## config.mk

```make
export PLATFORM = sky130hd
export DESIGN_NAME = irq_redirect_ctrl
export DESIGN_NICKNAME = d
export VERILOG_FILES = /design/src/rtl/irq_redirect_pkg.sv /design/src/rtl/irq_redir_regs.sv /design/src/rtl/irq_redir_pend.sv /design/src/rtl/irq_redir_msgq.sv /design/src/rtl/irq_redirect_ctrl.sv
export SDC_FILE = /design/constraint.sdc
export NUM_CORES = 2
export LEC_CHECK = 0
export BUFFER_PORTS_ARGS = -buffer_cell sky130_fd_sc_hd__buf_2
export CORE_UTILIZATION = 58
export CTS_BUF_LIST = sky130_fd_sc_hd__clkbuf_4
export CTS_CLUSTER_DIAMETER = 120
export DETAILED_ROUTE_END_ITERATION = 7
export PLACE_DENSITY = 0.77
export RECOVER_POWER = 50
export SETUP_SLACK_MARGIN = 0.02
export SYNTH_ARGS = -nofsm -noshare
export SYNTH_HDL_FRONTEND = slang
export SYNTH_SLANG_ARGS = --single-unit
```

## constraint.sdc

```tcl
create_clock -name clk_i -period 3.1 [get_ports clk_i]
set_input_delay 0.465 -clock clk_i [delete_from_list [all_inputs] [get_ports clk_i]]
set_output_delay 0.465 -clock clk_i [all_outputs]
set_load 0.02 [all_outputs]
```

## src/rtl/irq_redirect_pkg.sv

```systemverilog
package irq_redirect_pkg;
  localparam int unsigned VEC_W   = 6;
  localparam int unsigned WORD_W  = 64;
  localparam int unsigned SEL_BYTE_OFS = 32'h800;
  localparam int unsigned WIN_BYTE_OFS = 32'h810;
  localparam int unsigned EOI_BYTE_OFS = 32'h840;
  localparam int unsigned MASK_BIT  = 16;
  localparam int unsigned LEVEL_BIT = 15;
  localparam int unsigned LOWPOL_BIT = 13;

  function automatic logic [31:0] hpa_pack(input logic [31:0] a);
    return {a[19:12], a[27:20], 16'h0000};
  endfunction

  function automatic logic [31:0] hpa_unpack(input logic [31:0] s);
    return {4'hF, s[23:16], s[31:24], 12'h000};
  endfunction
endpackage

```

## src/rtl/irq_redir_regs.sv

```systemverilog
module irq_redir_regs
  import irq_redirect_pkg::*;
#(
  parameter int unsigned N_IN     = 8,
  parameter int unsigned ADDR_W   = 12,
  parameter int unsigned SEL_W    = 8,
  parameter logic [31:0] CPU_ADDR = 32'hFFFA_0000
) (
  input  logic                 clk_i,
  input  logic                 rst_ni,
  input  logic                 req_i,
  input  logic                 we_i,
  input  logic                 wide_i,
  input  logic [ADDR_W-1:2]    addr_i,
  input  logic [WORD_W-1:0]    wdata_i,
  output logic [WORD_W-1:0]    rdata_o,
  output logic [N_IN-1:0]      mask_o,
  output logic [VEC_W-1:0]     vec_o  [N_IN],
  output logic [31:0]          dest_o [N_IN],
  output logic                 eoi_v_o,
  output logic [VEC_W-1:0]     eoi_vec_o
);
  localparam int unsigned TBL_N = 16 + 2 * N_IN;
  localparam int unsigned IDX_W = $clog2(TBL_N);
  localparam int unsigned OFS_W = ADDR_W - 3;
  localparam logic [OFS_W-1:0] OFS_SEL = OFS_W'(SEL_BYTE_OFS >> 3);
  localparam logic [OFS_W-1:0] OFS_WIN = OFS_W'(WIN_BYTE_OFS >> 3);
  localparam logic [OFS_W-1:0] OFS_EOI = OFS_W'(EOI_BYTE_OFS >> 3);
  localparam logic [31:0] VERSION = {16'(TBL_N), 16'h0001};

  function automatic logic [WORD_W-1:0] rst_word(input int unsigned e);
    logic [WORD_W-1:0] w;
    w = '0;
    if (e >= 16 && ((e - 16) % 2) == 0)
      w = 64'((32'h1 << MASK_BIT) | (32'h1 << LEVEL_BIT) | (32'h1 << LOWPOL_BIT)
              | 32'((e - 16) / 2 + 2));
    else if (e >= 16)
      w = {32'h0, hpa_pack(CPU_ADDR)};
    return w;
  endfunction

  logic [WORD_W-1:0] tbl_q [TBL_N];
  logic [SEL_W-1:0]  sel_q;
  logic [OFS_W-1:0]  ofs;
  logic              sel_ok, hi_half;
  logic              wr_sel, wr_win;
  logic [IDX_W-1:0]  idx;
  logic [WORD_W-1:0] rd64;

  assign ofs     = addr_i[ADDR_W-1:3];
  assign hi_half = addr_i[2];
  assign sel_ok  = (sel_q < SEL_W'(TBL_N));
  assign idx     = sel_q[IDX_W-1:0];
  assign wr_sel  = req_i && we_i && (ofs == OFS_SEL);
  assign wr_win  = req_i && we_i && (ofs == OFS_WIN);
  assign eoi_v_o   = req_i && we_i && (ofs == OFS_EOI);
  assign eoi_vec_o = wdata_i[VEC_W-1:0];

  always_ff @(posedge clk_i or negedge rst_ni) begin
    if (!rst_ni) sel_q <= '0;
    else if (wr_sel) sel_q <= wdata_i[SEL_W-1:0];
  end

  generate
    for (genvar e = 0; e < TBL_N; e++) begin : g_ent
      always_ff @(posedge clk_i or negedge rst_ni) begin
        if (!rst_ni) tbl_q[e] <= rst_word(e);
        else if (wr_win && sel_ok && idx == IDX_W'(e)) begin
          if (wide_i)       tbl_q[e] <= wdata_i;
          else if (hi_half) tbl_q[e][63:32] <= wdata_i[31:0];
          else              tbl_q[e][31:0]  <= wdata_i[31:0];
        end
      end

      win_ignore_chk: assert property (@(posedge clk_i) disable iff (!rst_ni)
        (wr_win && !sel_ok) |=> $stable(tbl_q[e]));
    end
    for (genvar i = 0; i < N_IN; i++) begin : g_out
      assign mask_o[i] = tbl_q[16 + 2 * i][MASK_BIT];
      assign vec_o[i]  = tbl_q[16 + 2 * i][VEC_W-1:0];
      assign dest_o[i] = tbl_q[17 + 2 * i][31:0];
    end
  endgenerate

  always_comb begin
    rd64 = '0;
    if (ofs == OFS_SEL) rd64 = WORD_W'(sel_q);
    else if (ofs == OFS_WIN) begin
      if (!sel_ok)                 rd64 = '1;
      else if (sel_q == SEL_W'(1)) rd64 = WORD_W'(VERSION);
      else                         rd64 = tbl_q[idx];
    end
    if (wide_i)       rdata_o = rd64;
    else if (hi_half) rdata_o = {32'h0, rd64[63:32]};
    else              rdata_o = {32'h0, rd64[31:0]};
  end
endmodule

```

## src/rtl/irq_redir_pend.sv

```systemverilog
module irq_redir_pend
  import irq_redirect_pkg::*;
#(
  parameter int unsigned N_IN = 8
) (
  input  logic             clk_i,
  input  logic             rst_ni,
  input  logic [N_IN-1:0]  irq_i,
  input  logic [N_IN-1:0]  mask_i,
  input  logic [VEC_W-1:0] vec_i  [N_IN],
  input  logic [31:0]      dest_i [N_IN],
  input  logic             eoi_v_i,
  input  logic [VEC_W-1:0] eoi_vec_i,
  output logic [N_IN-1:0]  pend_o,
  output logic [N_IN-1:0]  rise_o,
  output logic [VEC_W-1:0] rise_vec_o  [N_IN],
  output logic [31:0]      rise_addr_o [N_IN]
);
  localparam int unsigned PB_W = $clog2(N_IN);

  logic [N_IN-1:0] pend_q, act, hit, set, eclr, pend_n;
  logic [PB_W-1:0] pos [N_IN];

  always_comb begin
    for (int i = 0; i < N_IN; i++) begin
      pos[i] = vec_i[i][PB_W-1:0];
      act[i] = irq_i[i] && !mask_i[i] && (dest_i[i] != '0);
    end
    for (int b = 0; b < N_IN; b++) begin
      hit[b] = 1'b0;
      set[b] = 1'b0;
      eclr[b] = 1'b0;
      rise_vec_o[b]  = '0;
      rise_addr_o[b] = '0;
      for (int i = N_IN - 1; i >= 0; i--) begin
        if (pos[i] == PB_W'(b)) begin
          hit[b] = 1'b1;
          if (eoi_v_i && vec_i[i] == eoi_vec_i) eclr[b] = 1'b1;
          if (act[i]) begin
            set[b] = 1'b1;
            rise_vec_o[b]  = vec_i[i];
            rise_addr_o[b] = hpa_unpack(dest_i[i]);
          end
        end
      end
      pend_n[b] = (hit[b] ? set[b] : pend_q[b]) && !eclr[b];
      rise_o[b] = set[b] && !pend_q[b] && !eclr[b];
    end
  end

  always_ff @(posedge clk_i or negedge rst_ni) begin
    if (!rst_ni) pend_q <= '0;
    else         pend_q <= pend_n;
  end

  assign pend_o = pend_q;

  generate
    for (genvar i = 0; i < N_IN; i++) begin : g_chk

      eoi_clear_chk: assert property (@(posedge clk_i) disable iff (!rst_ni)
        (eoi_v_i && vec_i[i] == eoi_vec_i) |=> !pend_q[$past(pos[i])]);
    end
  endgenerate
endmodule

```

## src/rtl/irq_redir_msgq.sv

```systemverilog
module irq_redir_msgq
  import irq_redirect_pkg::*;
#(
  parameter int unsigned N_IN = 8
) (
  input  logic             clk_i,
  input  logic             rst_ni,
  input  logic [N_IN-1:0]  rise_i,
  input  logic [VEC_W-1:0] rise_vec_i  [N_IN],
  input  logic [31:0]      rise_addr_i [N_IN],
  output logic [N_IN-1:0]  slot_o,
  output logic             valid_o,
  input  logic             ready_i,
  output logic [31:0]      addr_o,
  output logic [31:0]      data_o
);
  logic [N_IN-1:0]  flag_q, pick;
  logic [VEC_W-1:0] vec_q  [N_IN];
  logic [31:0]      addr_q [N_IN];
  logic             out_v_q, take;
  logic [VEC_W-1:0] out_vec_q, pick_vec;
  logic [31:0]      out_addr_q, pick_addr;

  always_comb begin
    pick = '0;
    pick_vec = '0;
    pick_addr = '0;
    for (int b = N_IN - 1; b >= 0; b--) begin
      if (flag_q[b]) begin
        pick = '0;
        pick[b] = 1'b1;
        pick_vec = vec_q[b];
        pick_addr = addr_q[b];
      end
    end
  end

  assign take = (!out_v_q || ready_i) && (flag_q != '0);

  generate
    for (genvar b = 0; b < N_IN; b++) begin : g_slot
      always_ff @(posedge clk_i or negedge rst_ni) begin
        if (!rst_ni) begin
          flag_q[b] <= 1'b0;
          vec_q[b]  <= '0;
          addr_q[b] <= '0;
        end else begin
          flag_q[b] <= (flag_q[b] && !(take && pick[b])) || rise_i[b];
          if (rise_i[b]) begin
            vec_q[b]  <= rise_vec_i[b];
            addr_q[b] <= rise_addr_i[b];
          end
        end
      end
    end
  endgenerate

  always_ff @(posedge clk_i or negedge rst_ni) begin
    if (!rst_ni) begin
      out_v_q    <= 1'b0;
      out_vec_q  <= '0;
      out_addr_q <= '0;
    end else if (take) begin
      out_v_q    <= 1'b1;
      out_vec_q  <= pick_vec;
      out_addr_q <= pick_addr;
    end else if (ready_i) begin
      out_v_q <= 1'b0;
    end
  end

  assign slot_o  = flag_q;
  assign valid_o = out_v_q;
  assign addr_o  = out_addr_q;
  assign data_o  = 32'(out_vec_q);


  stall_hold_chk: assert property (@(posedge clk_i) disable iff (!rst_ni)
    (valid_o && !ready_i) |=> (valid_o && $stable(addr_o) && $stable(data_o)));

  one_pick_chk: assert property (@(posedge clk_i) disable iff (!rst_ni)
    $onehot0(pick));
endmodule

```

## src/rtl/irq_redirect_ctrl.sv

```systemverilog
module irq_redirect_ctrl
  import irq_redirect_pkg::*;
#(
  parameter int unsigned N_IN     = 8,
  parameter int unsigned ADDR_W   = 12,
  parameter int unsigned SEL_W    = 8,
  parameter logic [31:0] CPU_ADDR = 32'hFFFA_0000
) (
  input  logic              clk_i,
  input  logic              rst_ni,
  input  logic [N_IN-1:0]   irq_i,
  input  logic              reg_req_i,
  input  logic              reg_we_i,
  input  logic              reg_wide_i,
  input  logic [ADDR_W-1:2] reg_addr_i,
  input  logic [63:0]       reg_wdata_i,
  output logic [63:0]       reg_rdata_o,
  output logic [N_IN-1:0]   pend_o,
  output logic              msg_valid_o,
  input  logic              msg_ready_i,
  output logic [31:0]       msg_addr_o,
  output logic [31:0]       msg_data_o
);
  logic [N_IN-1:0]  mask, rise, slot;
  logic [VEC_W-1:0] vec [N_IN];
  logic [31:0]      dest [N_IN];
  logic             eoi_v;
  logic [VEC_W-1:0] eoi_vec;
  logic [VEC_W-1:0] rise_vec [N_IN];
  logic [31:0]      rise_addr [N_IN];

  irq_redir_regs #(.N_IN(N_IN), .ADDR_W(ADDR_W), .SEL_W(SEL_W), .CPU_ADDR(CPU_ADDR)) u_regs (
    .clk_i, .rst_ni,
    .req_i(reg_req_i), .we_i(reg_we_i), .wide_i(reg_wide_i),
    .addr_i(reg_addr_i), .wdata_i(reg_wdata_i), .rdata_o(reg_rdata_o),
    .mask_o(mask), .vec_o(vec), .dest_o(dest),
    .eoi_v_o(eoi_v), .eoi_vec_o(eoi_vec)
  );

  irq_redir_pend #(.N_IN(N_IN)) u_pend (
    .clk_i, .rst_ni, .irq_i,
    .mask_i(mask), .vec_i(vec), .dest_i(dest),
    .eoi_v_i(eoi_v), .eoi_vec_i(eoi_vec),
    .pend_o, .rise_o(rise), .rise_vec_o(rise_vec), .rise_addr_o(rise_addr)
  );

  irq_redir_msgq #(.N_IN(N_IN)) u_msgq (
    .clk_i, .rst_ni,
    .rise_i(rise), .rise_vec_i(rise_vec), .rise_addr_i(rise_addr),
    .slot_o(slot),
    .valid_o(msg_valid_o), .ready_i(msg_ready_i),
    .addr_o(msg_addr_o), .data_o(msg_data_o)
  );

  generate
    for (genvar b = 0; b < N_IN; b++) begin : g_chk

      rise_queued_chk: assert property (@(posedge clk_i) disable iff (!rst_ni)
        $rose(pend_o[b]) |-> slot[b]);
    end
  endgenerate


  msg_addr_top_chk: assert property (@(posedge clk_i) disable iff (!rst_ni)
    msg_valid_o |-> (msg_addr_o[31:28] == 4'hF && msg_data_o[31:VEC_W] == '0));
endmodule

```

==> summary.md <==
| Metric | Value |
|---|---|
| Clock sink total | `2279` |
| RSZ-0062 raised after global routing | `true` |
| Maximum VDD drop | `478 uV` |
| Synth warn | `0` |
| RD Place Congestion | `about 1.1` |
| FF-to-FF path depth | `18` |
| Crit Path Category | `reg2out` |
| Net Switching | `roughly 17 mW` |
| IO Port Bufs | `roughly 190` |
| DR vias | `108000` |
| Core Rows | `~160` |
| CTS tree | `built` |
| GRT Overall Usage | `about 55%` |
| Reg2reg start | `u_regs.dest_o[110]` |
| Max_slew headroom | `-11.3%` |
| TritonRoute pass-1 iters | `8` |
| Setup ws final | `-1780 ps` |
| Final Hold Vio Count | `0` |
| Worst hold start | `reg_wdata_i[18]` |
| Core area | `~200000 um^2` |
| Initial drt markers | `17100` |
| DR WL/cell | `~39 um` |
| Mapped Area | `~120000 um^2` |
| Skew-Pair Late Insertion Delay | `between 1500 and 2000 ps` |
| CP top delay family | `multiplexers` |
| Reg2reg setup slack | `-560 ps` |
| First-pass GRT wire length | `~770 mm` |
| CP Capture Type | `output port` |
| Leak pwr | `64.8 nW` |
| Worst path arrival time | `between 4000 and 5000 ps` |
| Crit path max fanout | `12` |
| Yosys cell types | `100` |
| Int Pwr | `approximately 45 mW` |
| Dpl hpwl | `roughly 360 mm` |
| Setup crit start kind | `flop` |
| Max Fclk | `roughly 200 MHz` |
| Logic pwr share | `~6.4%` |
| Drt drc | `16` |
| Commonest non-fill, non-tap cell in the layout | `dfrtp_1` |
| Initial Util | `about three fifths` |
| Reg2reg end | `u_msgq.vec_q[34]` |
| CP max-delay cell | `mux4_2` |
| Period utilization | `157%` |
| CTS buffer count | `~600` |
| Place WS | `-690 ps` |
| Die W | `448 um` |
| Layout Area Growth over Synthesis | `24.0%` |
| Actual slew at the worst max-slew pin | `around 1700 ps` |
| Final wirelength | `around 570 mm` |
| Worst-path cell chain | `buf_12 -> buf_16 -> buf_16 -> mux4_2 -> mux4_2 -> mux2i_2 -> buf_4 -> a221oi_2 -> buf_4` |
| Status | `finished, violations left` |
| Top-area cell type share of the netlist area | `roughly 47%` |
| Post-route insts no fill | `between 10000 and 15000` |
| Final Core Density | `roughly 72%` |
| Worst Setup SP | `u_regs.sel_q[0]` |
| Largest area contributor in the netlist | `dfrtp_1` |
| Power per standard cell area | `431 nW/um^2` |
| Largest net degree at the start of global routing | `130` |
| Nets | `~12000` |
| Asr flop ratio synth | `100%` |
| Placed cells | `13300` |
| Final Skew | `167 ps` |
| Antenna Nets Post-Route | `0` |
| Hold Crit Class | `in2reg` |
| Initial antenna violation count | `34` |
| Failing checks | `DRC, capacitance limit, slew limit, setup timing` |
| Min cycle time layout | `4880 ps` |
| I/O pins | `about 230` |
| Synth Instances | `roughly 10000` |
| Vias per inst | `roughly 7.4` |
| Share of cells above drive strength 1 | `a little over two fifths` |
| Most frequent cells in the layout | `dfrtp_1, nand2_1, o21ai_0` |
| Vias in the first global route | `around 110k` |
| Clk pin slew, worst setup/hold paths | `around 80 ps` |
| WP data required | `~2600 ps` |
| Worst path bufs/invs | `5` |
| Net Sw Frac | `27.7%` |
| Top cells by area in the synthesized netlist | `dfrtp_1, mux4_2, mux2_2` |
| Die area | `~200000 um^2` |
| Primary FF master, synth | `dfrtp_1` |
| Max cap viols | `3` |
| Fin. max-slew vios | `between 200 and 300` |
| Die H | `448 um` |
| Max stage delay on crit path | `~600 ps` |
| Seq/Total Area, Yosys | `49.6%` |
| Root buf cell | `clkbuf_4` |
| Post-Syn Area per Cell | `between 10 and 15 um^2` |
| Final setup vio count | `roughly 920` |
| Post-synth EDFFs | `0` |
| Flops & latches, synth | `around 2300` |
| H-tree levels | `6` |
| Longest Clk Path Bufs | `4` |
| Clock power frac | `between 40% and 50%` |
| Global route overflow | `0` |
| Worst setup path endpoint | `reg_rdata_o[26]` |
| Reg power frac | `between 40% and 50%` |
| Number of cells on the critical path | `9` |
==> per-layer routing <==
metal	GRT usage, %	vias to the layer above	wire, um
met5	0.635	-	568
met4	48.9	28	66000
met3	20.5	3728	79900
met2	78.1	10400	237000
met1	64.0	53200	184000
li1	-	40500	-
==> sequential cells by signal (all words and copies together) (netlist names) <==
| name | cells |
|---|---|
| u_msgq.slot_o | 8 |
| u_msgq.out_vec_q | 6 |
| u_regs.vec_o | 48 |
| u_regs.tbl_q | 1735 |
| u_msgq.valid_o | 1 |
| u_regs.sel_q | 8 |
| u_msgq.addr_o | 17 |
| u_msgq.addr_q | 136 |
| u_regs.dest_o | 256 |
| u_pend.pend_o | 8 |
| u_regs.mask_o | 8 |
| u_msgq.vec_q | 48 |
==> final cells by class <==
cell class | count | area, um^2
well taps | 2640 | 3300
repair buffers | 1925 | 18900
clock inverters | 151 | 917
flip-flops and latches | 2279 | 57200
fillers | 12600 | 54500
multi-input cells | 6723 | 56100
inverters | 28 | 108
diodes | 25 | 62.6
clock buffers | 845 | 6340
==> per-stage QoR <==
stage	setup TNS (ps)	cell area [um^2]	power, mW	hold slack, ps
2_1_floorplan	-33.4	115000	32.3	169
3_3_place_gp	-57930	130000	34.3	424
3_5_place_dp	-59260	130000	34.3	437
4_1_cts	-107330	140000	60.8	3.27
5_1_grt	-307680	143000	63.1	103
6_report	-255090	143000	61.6	107
==> worst min-delay path, stage by stage <==
cell           delay (ps)
dlygate4sd3_1         550
buf_2                 260
mux2_2                310
==> logic make-up (layout without fill, tap and decap cells) <==
group	after synthesis	in the layout	share of synthesized area (%)
xor+xnor	48	48	0.365
simple gates	2387	2387	9.23
buf+inv	1124	2949	4.08
compound gates	2474	2474	13.1
other cells	1	63	0.00326
flops	2279	2279	49.6
mux	1776	1776	23.6
==> how the worst min path moves through the flow <==
stage,to,depth (start not counted)
after floorplan,u_msgq.addr_o[12],0
after global placement,u_msgq.vec_q[36],2
after detailed placement,u_msgq.vec_q[36],2
after CTS,u_regs.tbl_q[628],5
after global routing,u_regs.tbl_q[1938],3
final,u_regs.tbl_q[1298],3
==> what timing repair did <==
| action | 4_1_cts | 5_1_grt |
|---|---|---|
| pin swaps | 32 | 128 |
| resized for setup | 329 | 466 |
| hold buffers | 79 | 0 |
| gates cloned | 16 | 26 |
| endpoints found under the setup margin | 244 | 259 |
| setup buffers | 61 | 115 |
| endpoints found under the hold margin | 4305 | 0 |
==> Yosys cell counts, types with 23 or more instances <==
cell       number
clkbuf_1      748
buf_2         136
nor3_1        131
buf_4          56
mux2_2        998
nor4_1         92
mux2i_1        85
a211o_1        27
and3_1         23
a21oi_1       228
mux4_2        639
a221oi_1       62
or3_1          23
o21ai_1        35
o21ai_0      1354
o22ai_1        73
nand2b_1       26
and2_1         44
o21a_1         35
buf_1         143
dfrtp_1      2161
o221ai_1      158
dfstp_2       118
xnor2_1        48
nand3_1        97
inv_1          28
nand4_1        47
nand2_1      1426
o211ai_1      110
mux2_1         40
a31oi_1       125
nor2b_1        41
nor2_1        309
o2111ai_1      28
==> power by group through the flow <==
stage	Clock, mW	Combinational [mW]	Sequential (mW)
global placement	0	3.51	30.7
detailed placement	0	3.59	30.8
floorplan	0	1.47	30.8
finish	27.4	3.97	30.2
global route	28.7	4.17	30.2
CTS	26.8	3.78	30.2
Note: power is estimated with default switching activity, not from simulation.
